$ cat src/rtl/tcon_cfg_pkg.sv
package tcon_cfg_pkg;

    localparam int CFG_ADDR_W  = 5;
    localparam int CFG_DATA_W  = 8;
    localparam int CFG_SYNC_N  = 2;

    // register addresses with decoded meaning
    localparam int REG_IFRES   = 0;
    localparam int REG_SCAN    = 1;

    // register 0 layout
    localparam int IFRES_EXT   = 0;
    localparam int IFRES_IF_LO = 1;
    localparam int IFRES_RS_LO = 4;
    localparam int CODE_W      = 3;

    // register 1 layout
    localparam int SCAN_EXT    = 0;
    localparam int SCAN_UD     = 1;
    localparam int SCAN_LR     = 2;
    localparam int SCAN_GBR    = 3;
    localparam int SCAN_PH_LO  = 4;

    typedef enum logic [1:0] {
        PH_EVEN_LAG  = 2'b00,
        PH_EVEN_LEAD = 2'b01,
        PH_SAME_A    = 2'b10,
        PH_SAME_B    = 2'b11
    } phase_e;

endpackage

$ cat src/rtl/tcon_cfg_sync.sv
module tcon_cfg_sync #(
    parameter int STAGES = tcon_cfg_pkg::CFG_SYNC_N
) (
    input  logic clk,
    input  logic rst_n,
    input  logic cs_n,
    input  logic sclk,
    input  logic sdi,
    output logic cs_act,
    output logic sclk_rise,
    output logic sclk_fall,
    output logic sdi_s
);

    typedef struct packed {
        logic [STAGES-1:0] cs_p;
        logic [STAGES-1:0] ck_p;
        logic [STAGES-1:0] di_p;
        logic              ck_last;
    } sync_t;

    sync_t s_d, s_q;

    always_comb begin
        s_d         = s_q;
        s_d.cs_p    = {s_q.cs_p[STAGES-2:0], cs_n};
        s_d.ck_p    = {s_q.ck_p[STAGES-2:0], sclk};
        s_d.di_p    = {s_q.di_p[STAGES-2:0], sdi};
        s_d.ck_last = s_q.ck_p[STAGES-1];
    end

    always_ff @(posedge clk or negedge rst_n) begin
        if (!rst_n) begin
            s_q.cs_p    <= '1;
            s_q.ck_p    <= '0;
            s_q.di_p    <= '0;
            s_q.ck_last <= 1'b0;
        end else begin
            s_q <= s_d;
        end
    end

    assign cs_act    = ~s_q.cs_p[STAGES-1];
    assign sclk_rise =  s_q.ck_p[STAGES-1] & ~s_q.ck_last;
    assign sclk_fall = ~s_q.ck_p[STAGES-1] &  s_q.ck_last;
    assign sdi_s     =  s_q.di_p[STAGES-1];

endmodule

$ cat src/rtl/tcon_cfg_frame.sv
module tcon_cfg_frame #(
    parameter int ADDR_W = tcon_cfg_pkg::CFG_ADDR_W,
    parameter int DATA_W = tcon_cfg_pkg::CFG_DATA_W
) (
    input  logic              clk,
    input  logic              rst_n,
    input  logic              cs_act,
    input  logic              sclk_rise,
    input  logic              sclk_fall,
    input  logic              sdi_s,
    input  logic [DATA_W-1:0] rd_data,
    output logic [ADDR_W-1:0] addr,
    output logic              wr_en,
    output logic [DATA_W-1:0] wr_data,
    output logic              sdo,
    output logic              sdo_oe
);

    localparam int FRAME_BITS = 1 + ADDR_W + DATA_W;
    localparam int HDR_BITS   = 1 + ADDR_W;
    localparam int CNT_W      = $clog2(FRAME_BITS + 1);
    localparam logic [CNT_W-1:0] CNT_FULL = CNT_W'(FRAME_BITS);
    localparam logic [CNT_W-1:0] CNT_LAST = CNT_W'(FRAME_BITS - 1);
    localparam logic [CNT_W-1:0] CNT_HDR  = CNT_W'(HDR_BITS);
    localparam logic [CNT_W-1:0] CNT_ADDR = CNT_W'(ADDR_W);

    typedef struct packed {
        logic [CNT_W-1:0]  cnt;
        logic              rnw;
        logic [ADDR_W-1:0] addr;
        logic [DATA_W-1:0] wsh;
        logic [DATA_W-1:0] rsh;
        logic              sdo;
        logic              oe;
        logic              wr;
    } frame_t;

    frame_t f_d, f_q;

    always_comb begin
        f_d    = f_q;
        f_d.wr = 1'b0;
        if (!cs_act) begin
            f_d.cnt = '0;
            f_d.rnw = 1'b0;
            f_d.oe  = 1'b0;
            f_d.sdo = 1'b0;
        end else begin
            // capture path: rising serial clock
            if (sclk_rise && (f_q.cnt != CNT_FULL)) begin
                f_d.cnt = f_q.cnt + 1'b1;
                if (f_q.cnt == '0) begin
                    f_d.rnw = sdi_s;
                end else if (f_q.cnt <= CNT_ADDR) begin
                    f_d.addr = {f_q.addr[ADDR_W-2:0], sdi_s};
                end else begin
                    f_d.wsh = {f_q.wsh[DATA_W-2:0], sdi_s};
                end
                if ((f_q.cnt == CNT_LAST) && !f_q.rnw) begin
                    f_d.wr = 1'b1;
                end
            end
            // launch path: falling serial clock
            if (sclk_fall && f_q.rnw) begin
                if (f_q.cnt == CNT_HDR) begin
                    f_d.sdo = rd_data[DATA_W-1];
                    f_d.rsh = {rd_data[DATA_W-2:0], 1'b0};
                    f_d.oe  = 1'b1;
                end else if ((f_q.cnt > CNT_HDR) && (f_q.cnt < CNT_FULL)) begin
                    f_d.sdo = f_q.rsh[DATA_W-1];
                    f_d.rsh = {f_q.rsh[DATA_W-2:0], 1'b0};
                end else if (f_q.cnt == CNT_FULL) begin
                    f_d.oe  = 1'b0;
                end
            end
        end
    end

    always_ff @(posedge clk or negedge rst_n) begin
        if (!rst_n) begin
            f_q <= '0;
        end else begin
            f_q <= f_d;
        end
    end

    assign addr    = f_q.addr;
    assign wr_en   = f_q.wr;
    assign wr_data = f_q.wsh;
    assign sdo     = f_q.sdo;
    assign sdo_oe  = f_q.oe;

endmodule

$ cat src/rtl/tcon_cfg_regs.sv
module tcon_cfg_regs #(
    parameter int ADDR_W = tcon_cfg_pkg::CFG_ADDR_W,
    parameter int DATA_W = tcon_cfg_pkg::CFG_DATA_W
) (
    input  logic                               clk,
    input  logic                               rst_n,
    input  logic                               wr_en,
    input  logic [ADDR_W-1:0]                  wr_addr,
    input  logic [DATA_W-1:0]                  wr_data,
    input  logic [ADDR_W-1:0]                  rd_addr,
    output logic [DATA_W-1:0]                  rd_data,
    output logic [(1<<ADDR_W)-1:0][DATA_W-1:0] regs
);

    localparam int NUM_REGS = 1 << ADDR_W;

    logic [NUM_REGS-1:0][DATA_W-1:0] mem_d, mem_q;

    for (genvar i = 0; i < NUM_REGS; i++) begin : g_word
        always_comb begin
            mem_d[i] = mem_q[i];
            if (wr_en && (wr_addr == ADDR_W'(i))) begin
                mem_d[i] = wr_data;
            end
        end
    end

    always_ff @(posedge clk or negedge rst_n) begin
        if (!rst_n) begin
            mem_q <= '0;
        end else begin
            mem_q <= mem_d;
        end
    end

    assign rd_data = mem_q[rd_addr];
    assign regs    = mem_q;

endmodule

$ cat src/rtl/tcon_cfg_mux.sv
module tcon_cfg_mux
    import tcon_cfg_pkg::*;
#(
    parameter int DATA_W = CFG_DATA_W
) (
    input  logic              clk,
    input  logic              rst_n,
    input  logic [DATA_W-1:0] reg_ifres,
    input  logic [DATA_W-1:0] reg_scan,
    input  logic [CODE_W-1:0] pin_if,
    input  logic [CODE_W-1:0] pin_res,
    input  logic              pin_ud,
    input  logic              pin_lr,
    output logic [CODE_W-1:0] cfg_if,
    output logic [CODE_W-1:0] cfg_res,
    output logic              cfg_ud,
    output logic              cfg_lr,
    output logic              cfg_even_gbr,
    output logic              cfg_even_lead,
    output logic              cfg_even_lag
);

    typedef struct packed {
        logic [CODE_W-1:0] if_code;
        logic [CODE_W-1:0] res_code;
        logic              ud;
        logic              lr;
        logic              gbr;
        logic              lead;
        logic              lag;
    } eff_t;

    eff_t e_d, e_q;
    phase_e ph;

    always_comb begin
        ph = phase_e'(reg_scan[SCAN_PH_LO +: 2]);
        e_d = '0;
        if (reg_ifres[IFRES_EXT]) begin
            e_d.if_code  = pin_if;
            e_d.res_code = pin_res;
        end else begin
            e_d.if_code  = reg_ifres[IFRES_IF_LO +: CODE_W];
            e_d.res_code = reg_ifres[IFRES_RS_LO +: CODE_W];
        end
        if (reg_scan[SCAN_EXT]) begin
            e_d.ud = pin_ud;
            e_d.lr = pin_lr;
        end else begin
            e_d.ud = reg_scan[SCAN_UD];
            e_d.lr = reg_scan[SCAN_LR];
        end
        e_d.gbr = reg_scan[SCAN_GBR];
        case (ph)
            PH_EVEN_LAG:  e_d.lag  = 1'b1;
            PH_EVEN_LEAD: e_d.lead = 1'b1;
            default:      ;
        endcase
    end

    always_ff @(posedge clk or negedge rst_n) begin
        if (!rst_n) begin
            e_q <= '0;
        end else begin
            e_q <= e_d;
        end
    end

    assign cfg_if        = e_q.if_code;
    assign cfg_res       = e_q.res_code;
    assign cfg_ud        = e_q.ud;
    assign cfg_lr        = e_q.lr;
    assign cfg_even_gbr  = e_q.gbr;
    assign cfg_even_lead = e_q.lead;
    assign cfg_even_lag  = e_q.lag;

endmodule

$ cat src/rtl/tcon_cfg_port.sv
module tcon_cfg_port
    import tcon_cfg_pkg::*;
#(
    parameter int ADDR_W = CFG_ADDR_W,
    parameter int DATA_W = CFG_DATA_W,
    parameter int SYNC_N = CFG_SYNC_N
) (
    input  logic              clk,
    input  logic              rst_n,
    input  logic              cs_n,
    input  logic              sclk,
    input  logic              sdi,
    output logic              sdo,
    output logic              sdo_oe,
    input  logic [CODE_W-1:0] pin_if,
    input  logic [CODE_W-1:0] pin_res,
    input  logic              pin_ud,
    input  logic              pin_lr,
    output logic [CODE_W-1:0] cfg_if,
    output logic [CODE_W-1:0] cfg_res,
    output logic              cfg_ud,
    output logic              cfg_lr,
    output logic              cfg_even_gbr,
    output logic              cfg_even_lead,
    output logic              cfg_even_lag
);

    localparam int NUM_REGS = 1 << ADDR_W;

    logic                            cs_act;
    logic                            sclk_rise;
    logic                            sclk_fall;
    logic                            sdi_s;
    logic [ADDR_W-1:0]               fr_addr;
    logic                            wr_en;
    logic [DATA_W-1:0]               wr_data;
    logic [DATA_W-1:0]               rd_data;
    logic [NUM_REGS-1:0][DATA_W-1:0] regs;

    tcon_cfg_sync #(
        .STAGES (SYNC_N)
    ) u_sync (
        .clk       (clk),
        .rst_n     (rst_n),
        .cs_n      (cs_n),
        .sclk      (sclk),
        .sdi       (sdi),
        .cs_act    (cs_act),
        .sclk_rise (sclk_rise),
        .sclk_fall (sclk_fall),
        .sdi_s     (sdi_s)
    );

    tcon_cfg_frame #(
        .ADDR_W (ADDR_W),
        .DATA_W (DATA_W)
    ) u_frame (
        .clk       (clk),
        .rst_n     (rst_n),
        .cs_act    (cs_act),
        .sclk_rise (sclk_rise),
        .sclk_fall (sclk_fall),
        .sdi_s     (sdi_s),
        .rd_data   (rd_data),
        .addr      (fr_addr),
        .wr_en     (wr_en),
        .wr_data   (wr_data),
        .sdo       (sdo),
        .sdo_oe    (sdo_oe)
    );

    tcon_cfg_regs #(
        .ADDR_W (ADDR_W),
        .DATA_W (DATA_W)
    ) u_regs (
        .clk     (clk),
        .rst_n   (rst_n),
        .wr_en   (wr_en),
        .wr_addr (fr_addr),
        .wr_data (wr_data),
        .rd_addr (fr_addr),
        .rd_data (rd_data),
        .regs    (regs)
    );

    tcon_cfg_mux #(
        .DATA_W (DATA_W)
    ) u_mux (
        .clk           (clk),
        .rst_n         (rst_n),
        .reg_ifres     (regs[REG_IFRES]),
        .reg_scan      (regs[REG_SCAN]),
        .pin_if        (pin_if),
        .pin_res       (pin_res),
        .pin_ud        (pin_ud),
        .pin_lr        (pin_lr),
        .cfg_if        (cfg_if),
        .cfg_res       (cfg_res),
        .cfg_ud        (cfg_ud),
        .cfg_lr        (cfg_lr),
        .cfg_even_gbr  (cfg_even_gbr),
        .cfg_even_lead (cfg_even_lead),
        .cfg_even_lag  (cfg_even_lag)
    );

endmodule

$ cat config.mk
export PLATFORM = sky130hd
export DESIGN_NAME = tcon_cfg_port
export DESIGN_NICKNAME = d
export VERILOG_FILES = /design/src/rtl/tcon_cfg_pkg.sv /design/src/rtl/tcon_cfg_sync.sv /design/src/rtl/tcon_cfg_frame.sv /design/src/rtl/tcon_cfg_regs.sv /design/src/rtl/tcon_cfg_mux.sv /design/src/rtl/tcon_cfg_port.sv
export SDC_FILE = /design/constraint.sdc
export NUM_CORES = 1
export LEC_CHECK = 0
export BUFFER_PORTS_ARGS = -buffer_cell sky130_fd_sc_hd__buf_2
export CORE_ASPECT_RATIO = 1.1
export CORE_MARGIN = 2
export CORE_UTILIZATION = 35
export CTS_CLUSTER_DIAMETER = 60
export DETAILED_ROUTE_END_ITERATION = 8
export PLACE_DENSITY = 0.51
export SLEW_MARGIN = 30
export SYNTH_ARGS = -nofsm -noshare
export SYNTH_HDL_FRONTEND = slang
export SYNTH_SLANG_ARGS = --single-unit
$ cat constraint.sdc
create_clock -name clk -period 2.1 [get_ports clk]
set_input_delay 0.42 -clock clk [delete_from_list [all_inputs] [get_ports clk]]
set_output_delay 0.42 -clock clk [all_outputs]
set_load 0.03 [all_outputs]
==> metrics.log <==
[metrics] total power: around 14 mW
[metrics] worst hold-check slack: about 140 ps
[metrics] instance count of the mapped netlist: 920
[metrics] most common cell in the synthesized netlist: dfrtp_1
[metrics] first-pass detailed-route iteration total: 4
[metrics] number of register bits inferred by synthesis: 302
[metrics] summed instance area of the synthesized netlist: between 0.01 and 0.015 mm^2
[metrics] area of the die: 0.0412 mm^2
[metrics] met2 GRT Util: 30.9%
[metrics] DRC violation count after routing: 0
[metrics] standard cell core area: 0.0391 mm^2
[metrics] Post-DP HPWL: ~25000 um
[metrics] share of flip-flops with an asynchronous set or reset after synthesis: 100%
[metrics] buffer type at the clock tree root: clkbuf_16
[metrics] worst slew margin relative to its limit: a little under 50%
[metrics] startpoint of the worst hold path: pin_ud
[metrics] slowest stage cell on the critical path: mux4_2
[metrics] worst clock skew: 10.4 ps
[metrics] maximum single-stage delay on the critical path: approximately 550 ps
[metrics] Setup WS pre-CTS: -425 ps
[metrics] total congestion overflow after global routing: 0
[metrics] list of cells traversed by the critical path: buf_8 > buf_16 > mux4_2 > a22o_1 > a211o_1 > a31o_1
[metrics] achievable frequency: 0.477 GHz
[metrics] number of flops mapped to enable cells by yosys: 0
[metrics] CTS clk-pin slew, worst paths: 60 ps
[metrics] number of core rows: 76
[metrics] count of maximum capacitance violations: 0
[metrics] Final Wtd Congestion: 0.780
[metrics] synthesis-to-layout area growth: 25.0%
[metrics] internal power of the cells: 10.6 mW
[metrics] share of the yosys chip area belonging to registers: 54.6%
[metrics] Final min period: 2100 ps
[metrics] endpoint of the most critical register-to-register path: u_frame.f_q[7]$_DFFE_PN0P_
[metrics] Post-Syn Nets: roughly 940
[metrics] fraction of power consumed by sequential logic: 41.9%
[metrics] num ports: 26
[metrics] switching pwr: 3.50 mW
[metrics] ratio of cells with drive above 1 in the final layout: 56.7%
[metrics] number of max-slew violations in the final report: 0
[metrics] classification of the worst-slack hold path: in2reg
[metrics] DRT iter0 DRCs: 334
[metrics] die width: between 150 and 200 um
[metrics] Hold Path End: u_mux.cfg_ud$_DFF_PN0_
[metrics] met3 GRT Util: 2.43%
[metrics] distinct cell type count after synthesis: 63
[metrics] CTS tree: done
[metrics] Initial Util: 35.4%
[metrics] total routing resource utilization after global routing: 18.2%
[metrics] slew at the pin closest to its max-slew limit: 755 ps
[metrics] status: finished, final reports clean
[metrics] register-to-register setup slack: 2 ps
[metrics] number of buffers created by CTS: 37
[metrics] clock sink total: about 300
[metrics] vias in the first global route: about 9000
[metrics] source of the worst register-to-register timing path: u_frame.addr[0]$_DFFE_PN0P_
[metrics] Die Span Y: 213 um
[metrics] ANT nets after route: 0
[metrics] total wire length: 36400 um
[metrics] cell type contributing the most total cell area after synthesis: dfrtp_1
[metrics] Mapped Avg Cell Area: 15.1 um^2
[metrics] static power due to leakage: slightly above 8 nW
[metrics] number of setup violations in the final report: 0
[metrics] Via-to-Cell Ratio: approximately 5.2
[metrics] Post-synth top flop: dfrtp_1
[metrics] top cells by area, synth: dfrtp_1, mux2_2, mux4_2
[metrics] required time of the worst setup path: roughly 2500 ps
[metrics] Setup CP Type: reg2reg
[metrics] number of port buffers: 25
[metrics] most common library cells after synthesis: dfrtp_1, mux2_2, clkbuf_1, mux4_2, mux2i_1
[metrics] largest net degree at the start of global routing: 53
[metrics] initial antenna violation count: 0
[metrics] Inserted Diodes: 0
[metrics] final net count: between 1000 and 1500
[metrics] worst-case setup margin in the final layout: 1.77 ps
[metrics] RSZ-0062 raised after global routing: true
[metrics] CTS HTree Levels: 2
[metrics] final cycle utilization of the critical path: 99.9%
[metrics] first-pass GRT wire length: 56900 um
[metrics] Comb power frac: 15.4%
[metrics] post-DR wirelength/cell: around 23 um
[metrics] Top Usage Layer GRT: met2
[metrics] Clk Latency, worst-skew pair: 520 ps
[metrics] final-report hold violation count: 0
[metrics] area share of the leading cell type in the synthesized netlist: 54.2%
[metrics] number of stages on the worst hold path: 2
[metrics] fill cell count: 3490
[metrics] critical path startpoint category: flop
[metrics] maximum net fanout on the critical path: 8
[metrics] Clk pwr share: 42.7%
[metrics] buffer depth of the longest clock path: 3
[metrics] fraction of power spent switching nets: between 20% and 30%
[metrics] met1 Use GR: 25.1%
[metrics] vias: roughly 8300
[metrics] Yosys warning count: 0
[metrics] Worst setup EP type: flop
[metrics] crit path DAT: roughly 2500 ps
[metrics] Peak VDD IR: 0.466 mV
[metrics] reg2reg path depth: 6
[metrics] power density over the cells: 813 mW/mm^2
-- flip-flops by register name (all words and copies together) (netlist names), 2 cells and up --
name	cells
u_mux.cfg_res	3
u_mux.cfg_if	3
u_sync.s_q	2
u_sync.s_d	4
u_frame.f_q	12
u_frame.wr_data	8
u_frame.addr	5
u_regs.regs	256
-- cell type report --
class	count	area, um^2	share of cell area [%]
repair buffers	176	1830	10.6
flip-flops and latches	302	7570	43.7
inverters	5	18.8	0.108
well taps	507	634	3.66
clock inverters	11	114	0.658
multi-input cells	548	6140	35.4
clock buffers	49	1010	5.84
-- power groups by stage --
stage               registers [mW]  logic [mW]  clock network [mW]
CTS                           5.90        2.13                6.17
floorplan                     5.97        1.01                   0
global route                  5.90        2.30                6.42
detailed placement            6.07        1.69                   0
finish                        5.90        2.17                6.01
global placement              6.06        1.69                   0
-- placed cells by master, fill, tap and decap left out, types with 5 or more instances in the layout --
master	instances
buf_12	37
mux2_2	286
nand2_1	19
nor3_1	7
a221oi_1	5
buf_4	102
o21ai_0	6
mux4_2	46
nor2_1	10
mux2i_1	25
buf_2	24
clkinv_2	6
dfrtp_1	298
clkbuf_1	8
nor2b_1	5
a22oi_1	6
nor2_2	13
clkbuf_16	37
o221ai_2	7
a22o_1	8
ha_1	5
-- how the worst max path moves through the flow --
stage,startpoint,to,slack (ps),depth (start not counted)
CTS,u_frame.addr[0]$_DFFE_PN0P_,u_frame.f_q[5]$_DFFE_PN0P_,-40,6
global route,u_frame.addr[0]$_DFFE_PN0P_,u_frame.f_q[5]$_DFFE_PN0P_,-60,8
floorplan,u_frame.addr[0]$_DFFE_PN0P_,u_frame.f_q[8]$_DFFE_PN0P_,150,6
global placement,u_frame.addr[0]$_DFFE_PN0P_,u_frame.f_q[10]$_DFFE_PN0P_,-370,5
finish,u_frame.addr[0]$_DFFE_PN0P_,u_frame.f_q[7]$_DFFE_PN0P_,2,6
detailed placement,u_frame.addr[0]$_DFFE_PN0P_,u_frame.f_q[10]$_DFFE_PN0P_,-430,5
-- what timing repair did --
action,CTS,global route
endpoints found under the hold margin,46,0
buffers inserted,9,4
resized for setup,27,29
gates cloned,2,0
hold buffers,4,0
endpoints found under the setup margin,16,59
pin swaps,8,14
-- per-stage QoR --
stage	instance area, um^2	utilization, %	std cells	TNS [ps]
after floorplan	13800	-	920	0
after global placement	15700	40.2	1519	-1560
after detailed placement	15700	40.2	1519	-1780
after CTS	17200	43.9	1594	-137
after global routing	17300	44.3	1598	-239
final	17300	44.3	1598	0
-- critical path, delay by kind of cell (launching register included) --
| kind | cells | cell delay (ps) |
|---|---|---|
| buffers and inverters | 2 | 290 |
| AO/OA/AOI/OAI | 3 | 690 |
| multiplexers | 1 | 550 |
| flip-flops | 1 | 460 |
-- logic make-up after synthesis --
kind of cell             share of synthesized area [%]
flip-flops                                        54.6
AND/OR/NAND/NOR                                   5.18
multiplexers                                      33.4
AO/OA/AOI/OAI                                     3.77
buffers and inverters                             2.47
XOR/XNOR                                         0.190
adder cells (fa/ha/maj)                          0.452
-- routing by layer --
layer / wire length, um / share of wire [%]
met2: 17900 / 49
met4: 551 / 1.5
met1: 16900 / 46
met3: 1040 / 2.8
met5: 0 / 0
No activity file was read; power rests on OpenSTA's default activity.
